`config.mk`:
```
export PLATFORM = sky130hd
export DESIGN_NAME = dma_chain_channel
export DESIGN_NICKNAME = d
export VERILOG_FILES = /design/src/rtl/dmac_pkg.sv /design/src/rtl/dmac_ptrs.sv /design/src/rtl/dmac_flags.sv /design/src/rtl/dmac_mover.sv /design/src/rtl/dma_chain_channel.sv
export SDC_FILE = /design/constraint.sdc
export NUM_CORES = 1
export LEC_CHECK = 0
export BUFFER_PORTS_ARGS = -buffer_cell sky130_fd_sc_hd__buf_2
export CAP_MARGIN = 20
export CORE_MARGIN = 2
export CORE_UTILIZATION = 40
export CTS_BUF_LIST = sky130_fd_sc_hd__clkbuf_2
export CTS_CLUSTER_DIAMETER = 200
export DETAILED_ROUTE_END_ITERATION = 12
export REMOVE_ABC_BUFFERS = 1
export SKIP_LAST_GASP = 1
export SLEW_MARGIN = 40
export SYNTH_ARGS = -nofsm -noshare
export SYNTH_HDL_FRONTEND = slang
export SYNTH_HIERARCHICAL = 1
export SYNTH_SLANG_ARGS = --single-unit
```
`constraint.sdc`:
```
create_clock -name clk -period 6.07 [get_ports clk]
set_clock_uncertainty 0.05 [all_clocks]
set_input_delay 0.607 -clock clk [delete_from_list [all_inputs] [get_ports clk]]
set_output_delay 0.607 -clock clk [all_outputs]
set_load 0.01 [all_outputs]
```
`src/rtl/dmac_pkg.sv`:
```
package dmac_pkg;

    localparam int REG_W = 32;

    // CSR read positions
    localparam int CSR_EN_RD  = 24;
    localparam int CSR_SUP_RD = 25;
    localparam int CSR_CMP_RD = 27;
    localparam int CSR_BEX_RD = 28;

    // CSR command positions
    localparam int CMD_SET_EN  = 16;
    localparam int CMD_SET_SUP = 17;
    localparam int CMD_DIR     = 18;
    localparam int CMD_CLR_CMP = 19;
    localparam int CMD_RESET   = 20;
    localparam int CMD_FLUSH   = 21;
    localparam int CMD_W       = CMD_RESET - CMD_SET_EN + 1;

    typedef enum logic [3:0] {
        RI_CSR       = 4'd0,
        RI_SV_NEXT   = 4'd1,
        RI_SV_LIMIT  = 4'd2,
        RI_SV_START  = 4'd3,
        RI_SV_STOP   = 4'd4,
        RI_NEXT      = 4'd5,
        RI_LIMIT     = 4'd6,
        RI_START     = 4'd7,
        RI_STOP      = 4'd8,
        RI_INIT_NEXT = 4'd9
    } reg_idx_e;

    typedef struct packed {
        logic en;
        logic sup;
        logic cmp;
        logic bex;
        logic d2m;
    } chan_flags_t;

    function automatic logic [REG_W-1:0] csr_view(chan_flags_t f);
        logic [REG_W-1:0] v;
        v             = '0;
        v[CSR_EN_RD]  = f.en;
        v[CSR_SUP_RD] = f.sup;
        v[CSR_CMP_RD] = f.cmp;
        v[CSR_BEX_RD] = f.bex;
        v[CMD_DIR]    = f.d2m;
        return v;
    endfunction

endpackage

```
`src/rtl/dmac_ptrs.sv`:
```
module dmac_ptrs
    import dmac_pkg::*;
#(
    parameter int ADDR_W    = 32,
    parameter int ALIGN_LSB = 4,
    parameter int STEP_B    = 4
) (
    input  logic              clk,
    input  logic              rst,
    input  logic              sw_we,
    input  reg_idx_e          sw_idx,
    input  logic [ADDR_W-1:0] sw_data,
    input  logic              beat_done,
    input  logic              chain,
    input  logic              fault,
    output logic [ADDR_W-1:0] next_q,
    output logic [ADDR_W-1:0] limit_q,
    output logic [ADDR_W-1:0] start_q,
    output logic [ADDR_W-1:0] stop_q,
    output logic [ADDR_W-1:0] sv_next_q,
    output logic [ADDR_W-1:0] sv_limit_q,
    output logic [ADDR_W-1:0] sv_start_q,
    output logic [ADDR_W-1:0] sv_stop_q,
    output logic              last_beat
);
    localparam logic [ADDR_W-1:0] LOW_BITS = ADDR_W'((64'd1 << ALIGN_LSB) - 64'd1);
    localparam logic [ADDR_W-1:0] ALIGN_MASK = ~LOW_BITS;
    localparam logic [ADDR_W-1:0] STEP = ADDR_W'(STEP_B);

    logic [ADDR_W-1:0] next_inc;
    logic [ADDR_W-1:0] sw_aligned;

    assign next_inc   = next_q + STEP;
    assign last_beat  = (next_inc == limit_q);
    assign sw_aligned = sw_data & ALIGN_MASK;

    always_ff @(posedge clk) begin
        if (rst) begin
            next_q     <= '0;
            limit_q    <= '0;
            start_q    <= '0;
            stop_q     <= '0;
            sv_next_q  <= '0;
            sv_limit_q <= '0;
            sv_start_q <= '0;
            sv_stop_q  <= '0;
        end else begin
            if (fault) begin
                sv_next_q  <= next_q;
                sv_limit_q <= limit_q;
                sv_start_q <= start_q;
                sv_stop_q  <= stop_q;
            end else if (beat_done) begin
                next_q <= chain ? start_q : next_inc;
                if (chain) begin
                    limit_q <= stop_q;
                end
            end
            if (sw_we) begin
                case (sw_idx)
                    RI_NEXT, RI_INIT_NEXT: next_q  <= sw_aligned;
                    RI_LIMIT:              limit_q <= sw_aligned;
                    RI_START:              start_q <= sw_aligned;
                    RI_STOP:               stop_q  <= sw_aligned;
                    default: ;
                endcase
            end
        end
    end
endmodule

```
`src/rtl/dmac_flags.sv`:
```
module dmac_flags
    import dmac_pkg::*;
(
    input  logic               clk,
    input  logic               rst,
    input  logic               csr_we,
    input  logic [CMD_W-1:0]   csr_cmd,
    input  logic               cmp_evt,
    input  logic               fault,
    output chan_flags_t        flags_q,
    output logic               chain
);
    localparam int C_EN  = CMD_SET_EN  - CMD_SET_EN;
    localparam int C_SUP = CMD_SET_SUP - CMD_SET_EN;
    localparam int C_DIR = CMD_DIR     - CMD_SET_EN;
    localparam int C_CLR = CMD_CLR_CMP - CMD_SET_EN;
    localparam int C_RST = CMD_RESET   - CMD_SET_EN;

    chan_flags_t nxt;

    assign chain = cmp_evt & flags_q.sup;

    always_comb begin
        nxt = flags_q;
        if (csr_we) begin
            if (csr_cmd[C_RST]) begin
                nxt.en  = 1'b0;
                nxt.sup = 1'b0;
                nxt.cmp = 1'b0;
                nxt.bex = 1'b0;
            end
            if (csr_cmd[C_CLR] && flags_q.en) nxt.cmp = 1'b0;
            if (csr_cmd[C_EN])  nxt.en  = 1'b1;
            if (csr_cmd[C_SUP]) nxt.sup = 1'b1;
            nxt.d2m = csr_cmd[C_DIR];
        end
        if (cmp_evt) begin
            nxt.cmp = 1'b1;
            if (flags_q.sup) nxt.sup = 1'b0;
            else             nxt.en  = 1'b0;
        end
        if (fault) begin
            nxt.bex = 1'b1;
            nxt.en  = 1'b0;
        end
    end

    always_ff @(posedge clk) begin
        if (rst) flags_q <= '0;
        else     flags_q <= nxt;
    end
endmodule

```
`src/rtl/dmac_mover.sv`:
```
module dmac_mover #(
    parameter int ADDR_W = 32,
    parameter int DATA_W = 32
) (
    input  logic              clk,
    input  logic              rst,
    input  logic              run,
    input  logic              d2m,
    input  logic              flush,
    input  logic [ADDR_W-1:0] ptr,
    input  logic              dev_in_valid,
    input  logic [DATA_W-1:0] dev_in_data,
    output logic              dev_in_ready,
    output logic              dev_out_valid,
    output logic [DATA_W-1:0] dev_out_data,
    input  logic              dev_out_ready,
    output logic              mem_req,
    output logic              mem_we,
    output logic [ADDR_W-1:0] mem_addr,
    output logic [DATA_W-1:0] mem_wdata,
    input  logic [DATA_W-1:0] mem_rdata,
    input  logic              mem_ack,
    input  logic              mem_err,
    output logic              beat_done,
    output logic              fault
);
    logic              hold_valid;
    logic [DATA_W-1:0] hold_data;

    assign dev_in_ready  = run & d2m & ~hold_valid;
    assign dev_out_valid = ~d2m & hold_valid;
    assign dev_out_data  = hold_data;
    assign mem_req       = run & (d2m ? hold_valid : ~hold_valid);
    assign mem_we        = d2m;
    assign mem_addr      = ptr;
    assign mem_wdata     = hold_data;
    assign beat_done     = mem_req & mem_ack & ~mem_err;
    assign fault         = mem_req & mem_err;

    always_ff @(posedge clk) begin
        if (rst) begin
            hold_valid <= 1'b0;
            hold_data  <= '0;
        end else if (flush) begin
            hold_valid <= 1'b0;
        end else begin
            if (dev_in_ready && dev_in_valid) begin
                hold_valid <= 1'b1;
                hold_data  <= dev_in_data;
            end
            if (beat_done && !d2m) begin
                hold_valid <= 1'b1;
                hold_data  <= mem_rdata;
            end
            if (beat_done && d2m) hold_valid <= 1'b0;
            if (dev_out_valid && dev_out_ready) hold_valid <= 1'b0;
        end
    end
endmodule

```
`src/rtl/dma_chain_channel.sv`:
```
module dma_chain_channel
    import dmac_pkg::*;
#(
    parameter int ADDR_W    = 32,
    parameter int DATA_W    = 32,
    parameter int ALIGN_LSB = 4
) (
    input  logic              clk,
    input  logic              rst,
    input  logic [3:0]        reg_addr,
    input  logic              reg_we,
    input  logic [31:0]       reg_wdata,
    output logic [31:0]       reg_rdata,
    input  logic              dev_in_valid,
    input  logic [DATA_W-1:0] dev_in_data,
    output logic              dev_in_ready,
    output logic              dev_out_valid,
    output logic [DATA_W-1:0] dev_out_data,
    input  logic              dev_out_ready,
    output logic              mem_req,
    output logic              mem_we,
    output logic [ADDR_W-1:0] mem_addr,
    output logic [DATA_W-1:0] mem_wdata,
    input  logic [DATA_W-1:0] mem_rdata,
    input  logic              mem_ack,
    input  logic              mem_err,
    output logic              irq
);
    localparam int STEP_B = DATA_W / 8;

    reg_idx_e          idx;
    chan_flags_t       flags_q;
    logic              csr_we, flush, run, chain, beat_done, fault, last_beat, cmp_evt;
    logic [ADDR_W-1:0] next_q, limit_q, start_q, stop_q;
    logic [ADDR_W-1:0] sv_next_q, sv_limit_q, sv_start_q, sv_stop_q;

    assign idx     = reg_idx_e'(reg_addr);
    assign csr_we  = reg_we && (idx == RI_CSR);
    assign flush   = (reg_we && idx == RI_INIT_NEXT) || (csr_we && reg_wdata[CMD_FLUSH]);
    assign run     = flags_q.en && !flags_q.bex && (next_q != limit_q);
    assign cmp_evt = beat_done && last_beat;
    assign irq     = flags_q.cmp | flags_q.bex;

    dmac_ptrs #(.ADDR_W(ADDR_W), .ALIGN_LSB(ALIGN_LSB), .STEP_B(STEP_B)) u_ptrs (
        .clk(clk), .rst(rst),
        .sw_we(reg_we), .sw_idx(idx), .sw_data(reg_wdata[ADDR_W-1:0]),
        .beat_done(beat_done), .chain(chain), .fault(fault),
        .next_q(next_q), .limit_q(limit_q), .start_q(start_q), .stop_q(stop_q),
        .sv_next_q(sv_next_q), .sv_limit_q(sv_limit_q),
        .sv_start_q(sv_start_q), .sv_stop_q(sv_stop_q),
        .last_beat(last_beat)
    );

    dmac_flags u_flags (
        .clk(clk), .rst(rst),
        .csr_we(csr_we), .csr_cmd(reg_wdata[CMD_RESET:CMD_SET_EN]),
        .cmp_evt(cmp_evt), .fault(fault),
        .flags_q(flags_q), .chain(chain)
    );

    dmac_mover #(.ADDR_W(ADDR_W), .DATA_W(DATA_W)) u_mover (
        .clk(clk), .rst(rst),
        .run(run), .d2m(flags_q.d2m), .flush(flush), .ptr(next_q),
        .dev_in_valid(dev_in_valid), .dev_in_data(dev_in_data), .dev_in_ready(dev_in_ready),
        .dev_out_valid(dev_out_valid), .dev_out_data(dev_out_data), .dev_out_ready(dev_out_ready),
        .mem_req(mem_req), .mem_we(mem_we), .mem_addr(mem_addr), .mem_wdata(mem_wdata),
        .mem_rdata(mem_rdata), .mem_ack(mem_ack), .mem_err(mem_err),
        .beat_done(beat_done), .fault(fault)
    );

    always_comb begin
        case (idx)
            RI_CSR:       reg_rdata = csr_view(flags_q);
            RI_SV_NEXT:   reg_rdata = REG_W'(sv_next_q);
            RI_SV_LIMIT:  reg_rdata = REG_W'(sv_limit_q);
            RI_SV_START:  reg_rdata = REG_W'(sv_start_q);
            RI_SV_STOP:   reg_rdata = REG_W'(sv_stop_q);
            RI_NEXT,
            RI_INIT_NEXT: reg_rdata = REG_W'(next_q);
            RI_LIMIT:     reg_rdata = REG_W'(limit_q);
            RI_START:     reg_rdata = REG_W'(start_q);
            RI_STOP:      reg_rdata = REG_W'(stop_q);
            default:      reg_rdata = '0;
        endcase
    end
endmodule

```
; ---- Yosys cells after proc, flatten, opt, wreduce, memory -nomap -nowiden
; Index checks and enable logic that the tools add are counted.
[op_classes]
n_addsub = 1
eq_ne = 11
mux = 25
bitwise = 13
reduce_logical = 28
[ops]
columns = cell, count
row1 = 32-bit 2-to-1 mux, 12
row2 = 32-bit case mux with 9 select lines, 1
row3 = 32-bit by 3-bit adder with 32-bit output (second input constant), 1
row4 = 32-bit == test, 1
row5 = 32-bit inequality test, 1
row6 = 4-bit by 3-bit == test with 1-bit output (second input constant), 4
row7 = 1-bit logical AND, 11
row8 = 2-bit AND reduction, 5
row9 = 1-bit 2-to-1 mux, 9
row10 = 1-bit AND, 8
row11 = 4-bit by 2-bit == test with 1-bit output (second input constant), 2
row12 = 4-bit == test (second input constant), 2
row13 = 2-bit nonzero test, 4
row14 = 5-bit 2-to-1 mux, 1
row15 = 4-bit by 1-bit == test with 1-bit output (second input constant), 1
row16 = 4-bit logical NOT, 1
row17 = 4-bit 2-to-1 mux, 1
row18 = 1-bit NOT, 4
row19 = 2-bit OR reduction, 2
row20 = 4-bit OR reduction, 1
row21 = 3-bit 2-to-1 mux, 1
row22 = 3-bit nonzero test, 1
row23 = 1-bit logical NOT, 2
row24 = 1-bit logical OR, 1
row25 = 1-bit OR, 1
[totals]
reg_bits = 278
in_bits = 107
out_inout_bits = 133

; ---- Logic depth before layout (Yosys ltp)
[depth]
ltp_word = 13
ltp_mapped = 19

; ---- Hierarchy
; Netlist, hierarchy kept.
[by_module_without_submodules]
columns = module, n_inst, cells_each, area_each_um2, seq_area_each_um2
row1 = dmac_ptrs, 1, 1266, 10672.7, 4804.6
row2 = dmac_mover, 1, 231, 2073.2, 660.6
row3 = dma_chain_channel, 1, 255, 2025.7, 0.0
row4 = dmac_flags, 1, 21, 220.2, 100.1

; ---- Worst setup path before layout
; No wires, ideal clock.
[synth_timing]
path_kind = flip-flop to flip-flop
from = register u_ptrs.next_q[3]
to = register u_ptrs.limit_q[11]
setup_ps = 91
t_arrival_ps = 4198
setup_slack_ps = 1731
stages_incl_launch_ff = 16
path_buffers = 4
path_cell_list = dfxtp_1 -> ha_1 -> nand2_1 -> or4b_1 -> a211o_1 -> or4_1 -> nor4_1 -> nor4bb_1 -> and2_1 -> and2_1 -> clkbuf_1 -> clkbuf_1 -> clkbuf_1 -> clkbuf_1 -> nand3_1 -> a311oi_1
[synth_rtl]
columns = item, line_no
row1 = from (decl), dmac_ptrs.sv:16  ; output logic [ADDR_W-1:0] next_q,
row2 = from (signal assigned), dmac_ptrs.sv:54  ; next_q <= chain ? start_q : next_inc;
row3 = from (signal assigned), dmac_ptrs.sv:61  ; RI_NEXT, RI_INIT_NEXT: next_q <= sw_aligned;
row4 = 32-bit by 3-bit adder with 32-bit output (*), dmac_ptrs.sv:33  ; assign next_inc = next_q + STEP;
row5 = 32-bit == test (*), dmac_ptrs.sv:34  ; assign last_beat = (next_inc == limit_q);
row6 = via last_beat, dma_chain_channel.sv:33  ; logic csr_we, flush, run, chain, beat_done, fault, last_beat, cmp_evt;
row7 = 1-bit logical AND (*), dma_chain_channel.sv:41  ; assign cmp_evt = beat_done && last_beat;
row8 = via cmp_evt, dma_chain_channel.sv:33
row9 = 1-bit AND (*), dmac_flags.sv:21  ; assign chain = cmp_evt & flags_q.sup;
row10 = via chain, dma_chain_channel.sv:33
row11 = 32-bit 2-to-1 mux (*), dmac_ptrs.sv:55  ; if (chain) begin
row12 = 32-bit 2-to-1 mux (*), dmac_ptrs.sv:53  ; end else if (beat_done) begin
row13 = 32-bit 2-to-1 mux (*), dmac_ptrs.sv:48  ; if (fault) begin
row14 = 32-bit 2-to-1 mux, dmac_ptrs.sv:60  ; case (sw_idx)
row15 = 32-bit 2-to-1 mux (*), dmac_ptrs.sv:59  ; if (sw_we) begin
row16 = to (signal assigned), dmac_ptrs.sv:56  ; limit_q <= stop_q;
row17 = to (signal assigned), dmac_ptrs.sv:62  ; RI_LIMIT: limit_q <= sw_aligned;
row18 = to (decl), dmac_ptrs.sv:17  ; output logic [ADDR_W-1:0] limit_q,
; The timed path passes the listed nets; every way through them passes the cells marked *.
; A chain may end at the register's enable or synchronous reset.

; ---- Worst setup path in the final report
[layout_timing]
from = register u_ptrs.next_q[2]
to = register u_ptrs.next_q[7]
[layout_rtl]
columns = item, line_no
row1 = 32-bit by 3-bit adder with 32-bit output (*), dmac_ptrs.sv:33
row2 = 32-bit == test (*), dmac_ptrs.sv:34
row3 = via last_beat, dma_chain_channel.sv:33
row4 = 1-bit logical AND (*), dma_chain_channel.sv:41
row5 = via cmp_evt, dma_chain_channel.sv:33
row6 = 1-bit AND (*), dmac_flags.sv:21
row7 = via chain, dma_chain_channel.sv:33
row8 = 32-bit 2-to-1 mux (*), dmac_ptrs.sv:54
row9 = 32-bit 2-to-1 mux (*), dmac_ptrs.sv:53
row10 = 32-bit 2-to-1 mux (*), dmac_ptrs.sv:48
row11 = 32-bit 2-to-1 mux, dmac_ptrs.sv:60
row12 = 32-bit 2-to-1 mux (*), dmac_ptrs.sv:59
; Marks and branches as above.

==> metrics.csv <==
metric,value,unit
outcome,"finished, final reports clean",
pwr dens,208,nW/um2
DR WL/cell,20.3,um
post-CTS setup repair buffer count,0,
share of layout cells above drive strength 1,21.8,%
clk slew on worst S/H paths,110,ps
vias in the first global route,13500,
sequential area share after synthesis,37.1,%
Die ar.,39000,um2
R2R depth,15,
worst setup path startpoint,u_ptrs/next_q[2],
vias,14400,
"Top FF cell, synth",dfxtp_1,
total wire length,50900,um
port buffer count,235,
CP arrival,6020,ps
r2r endpoint,u_ptrs/next_q[7],
Min-Delay Startpoint,rst,
CP cell instances,ha_1 -> xor2_1 -> nor4_1 -> o221ai_1 -> a211o_1 -> or4_1 -> nor4_1 -> nor4bb_1 -> and2_1 -> and2_4 -> buf_4 -> o21ai_0 -> a221o_1 -> o21ai_0 -> nor2_1,
final setup fails,0,
top post-synthesis cells by area,"dfxtp_1, mux2i_1, nand2_1",
count of antenna-violating nets left after detailed routing,0,
Worst-Margin Slew,826,ps
Root Buffer,clkbuf_2,
Mean Syn Cell Area,8.46,um2
CTS Sinks,278,
FF-to-FF Start,u_ptrs/next_q[2],
Yosys top cell by area,dfxtp_1,
PostCTS Resize Cnt,0,
io pins,240,
Num CTS Buffers,76,
Max VDD drop,111,uV
die width,198,um
MaxCap Viol Count,0,
Synth top area share,37.1,%
first-pass GRT wire length,77300,um
Peak Freq,189,MHz
LEAKAGE,0.00673,uW
final worst setup slack,782,ps
critical path peak fanout,62,
Post-synth ARST share,0,%
max_slew headroom,45.0,%
CP Data Required Time,6800,ps
vias per cell,5.74,
Slew Limit Fails,0,
initial core utilization,40.8,%
Syn Std Cell Area,15000,um2
largest net degree at the start of global routing,145,
hold crit path type,in2reg,
min cycle time layout,5290,ps
startpoint types,flip-flop,
hold endpoint,u_ptrs/sv_limit_q[4],
synth unique cells,81,
"Largest stage delay, worst path",630,ps
initial antenna violation count,2,
H-tree depth,3,
non-filler instance count after layout,2507,
"EDFF count, synth",0,
Core Region,36800,um2
total grt overflow,0,
Hold Path Cell Cnt,2,
Post-Syn Instances,1773,
CTS tree,yes,
flop-to-flop setup slack,780,ps
pre-CTS setup slack,891,ps
RSZ-0062 raised after global routing,false,
final critical-path share of the clock period,87.1,%
latest clock arrival within the worst-skew pair,990,ps
"Slowest-stage cell, CP",dfxtp_1,
DRT Pass-1 Iters,6,
Nets,2086,
Area Overhead vs Synth,16.1,%
Seq cells post-synth,278,
crit path kind,reg2reg,
Placement Rows,70,
yosys warns,6,
Tot GR Track Use,25.2,%
Hold Fails Final Rpt,0,
chip height,198,um
CP Capture Type,flip-flop,
"Core Util, Final",47.3,%
drt drc,0,
gp weighted congestion,0.893,
Detailed Place HPWL,30900,um
DRT iter0 DRCs,1401,
clk buf depth,3,
placed cells,2279,
hold_buf cts,88,
==> cell usage in the layout (no fill, tap or decap), drive strengths merged, types with 12 or more instances in the layout <==
master / count
a21oi: 113
mux2i: 127
nor2: 207
dlygate4sd3: 88
buf: 267
and2: 14
a311oi: 31
a22oi: 12
a222oi: 27
nor3: 59
a221oi: 46
and3: 22
clkinv: 13
xor2: 15
dfxtp: 278
nand2: 216
nand4: 22
nand3: 74
clkbuf: 121
a22o: 41
xnor2: 60
o221a: 32
o21ai: 25
conb: 16
==> synthesized netlist by cell type (all sizes together), types with 3 or more instances <==
| master | n |
|---|---|
| mux2i | 127 |
| nand3 | 74 |
| o221a | 32 |
| a311oi | 31 |
| nand2 | 216 |
| a22o | 41 |
| a21oi | 113 |
| a22oi | 12 |
| nor2 | 207 |
| and2 | 14 |
| dfxtp | 278 |
| nor4b | 6 |
| xnor2 | 60 |
| a211oi | 5 |
| o211ai | 3 |
| nand2b | 3 |
| and3 | 22 |
| xor2 | 15 |
| a31oi | 4 |
| and4 | 5 |
| nor3 | 59 |
| a222oi | 27 |
| inv | 4 |
| nor3b | 4 |
| a221oi | 46 |
| buf | 148 |
| o31ai | 9 |
| o21ai | 25 |
| o221ai | 7 |
| nor4 | 9 |
| clkbuf | 97 |
| nor2b | 5 |
| a21o | 4 |
| nand4 | 22 |
==> flip-flops by register name, indices dropped and copies added, names as in the netlist, 32 cells and up <==
name,flops
u_ptrs/next_q,32
u_ptrs/limit_q,32
u_ptrs/sv_limit_q,32
u_mover/dev_out_data,32
u_ptrs/sv_next_q,32
==> worst max-delay path by stage <==
stage / endpoint / slack (ps) / cells past startpoint
2_1_floorplan: u_ptrs/limit_q[0] / -3930 / 7
3_3_place_gp: u_ptrs/next_q[7] / 950 / 16
3_5_place_dp: u_ptrs/next_q[7] / 890 / 16
4_1_cts: u_ptrs/next_q[7] / 800 / 16
5_1_grt: u_ptrs/next_q[7] / 500 / 16
6_report: u_ptrs/next_q[7] / 780 / 15
==> critical path: cells and delay by family (launching register included) <==
family / cells / cell delay [ps]
and+or+nand+nor: 7 / 2100
AOI/OAI and AO/OA: 5 / 1220
DFF: 1 / 630
buffers and inverters: 1 / 560
adders and majority gates: 1 / 330
xor gates and xnor gates: 1 / 150
==> per-layer routing <==
| metal | GRT usage (%) | part of all wire [%] | up-vias |
|---|---|---|---|
| li1 | - | - | 6786 |
| met1 | 33.4 | 43 | 6902 |
| met2 | 40.9 | 47 | 625 |
| met3 | 4.80 | 8.0 | 80 |
| met4 | 8.55 | 2.0 | 0 |
| met5 | 0 | 0 | - |
==> per-stage QoR <==
step	area [um2]	setup TNS, ps	hold WS [ps]	total power (uW)
after CTS	17400	0	3.85	3650
final	17400	0	87.0	3610
after floorplan	13700	-207990	401	2040
after global placement	15800	0	421	2200
after global routing	17400	0	16.9	3790
after detailed placement	15800	0	432	2200
==> area by class of cell <==
cell class | count | area (um2)
sequential | 278 | 5570
antenna | 4 | 10.0
timing repair buffer | 356 | 2330
clock buffer | 120 | 601
multi-input combinational | 1260 | 8180
tap | 468 | 586
inverter | 5 | 18.8
clock inverter | 16 | 113
fill | 3644 | 19400
==> logic make-up (layout without fill, tap and decap cells) <==
group	count (synthesis)	in the layout	share of synthesized area, %
flip-flops	278	278	37.1
AND/OR/NAND/NOR	661	661	20.6
buffers and inverters	250	497	9.22
AO/OA/AOI/OAI	379	379	20.0
adder cells (fa/ha/maj)	2	2	0.167
other	1	20	0.0250
XOR/XNOR	75	75	4.38
multiplexers	127	127	8.48
==> power breakdown <==
group | internal (uW) | switching, uW | total (uW)
Clock | 600 | 815 | 1410
Combinational | 133 | 183 | 316
Sequential | 1840 | 41.4 | 1880
Total | 2570 | 1040 | 3610
Note: power is estimated with default switching activity, not from simulation.
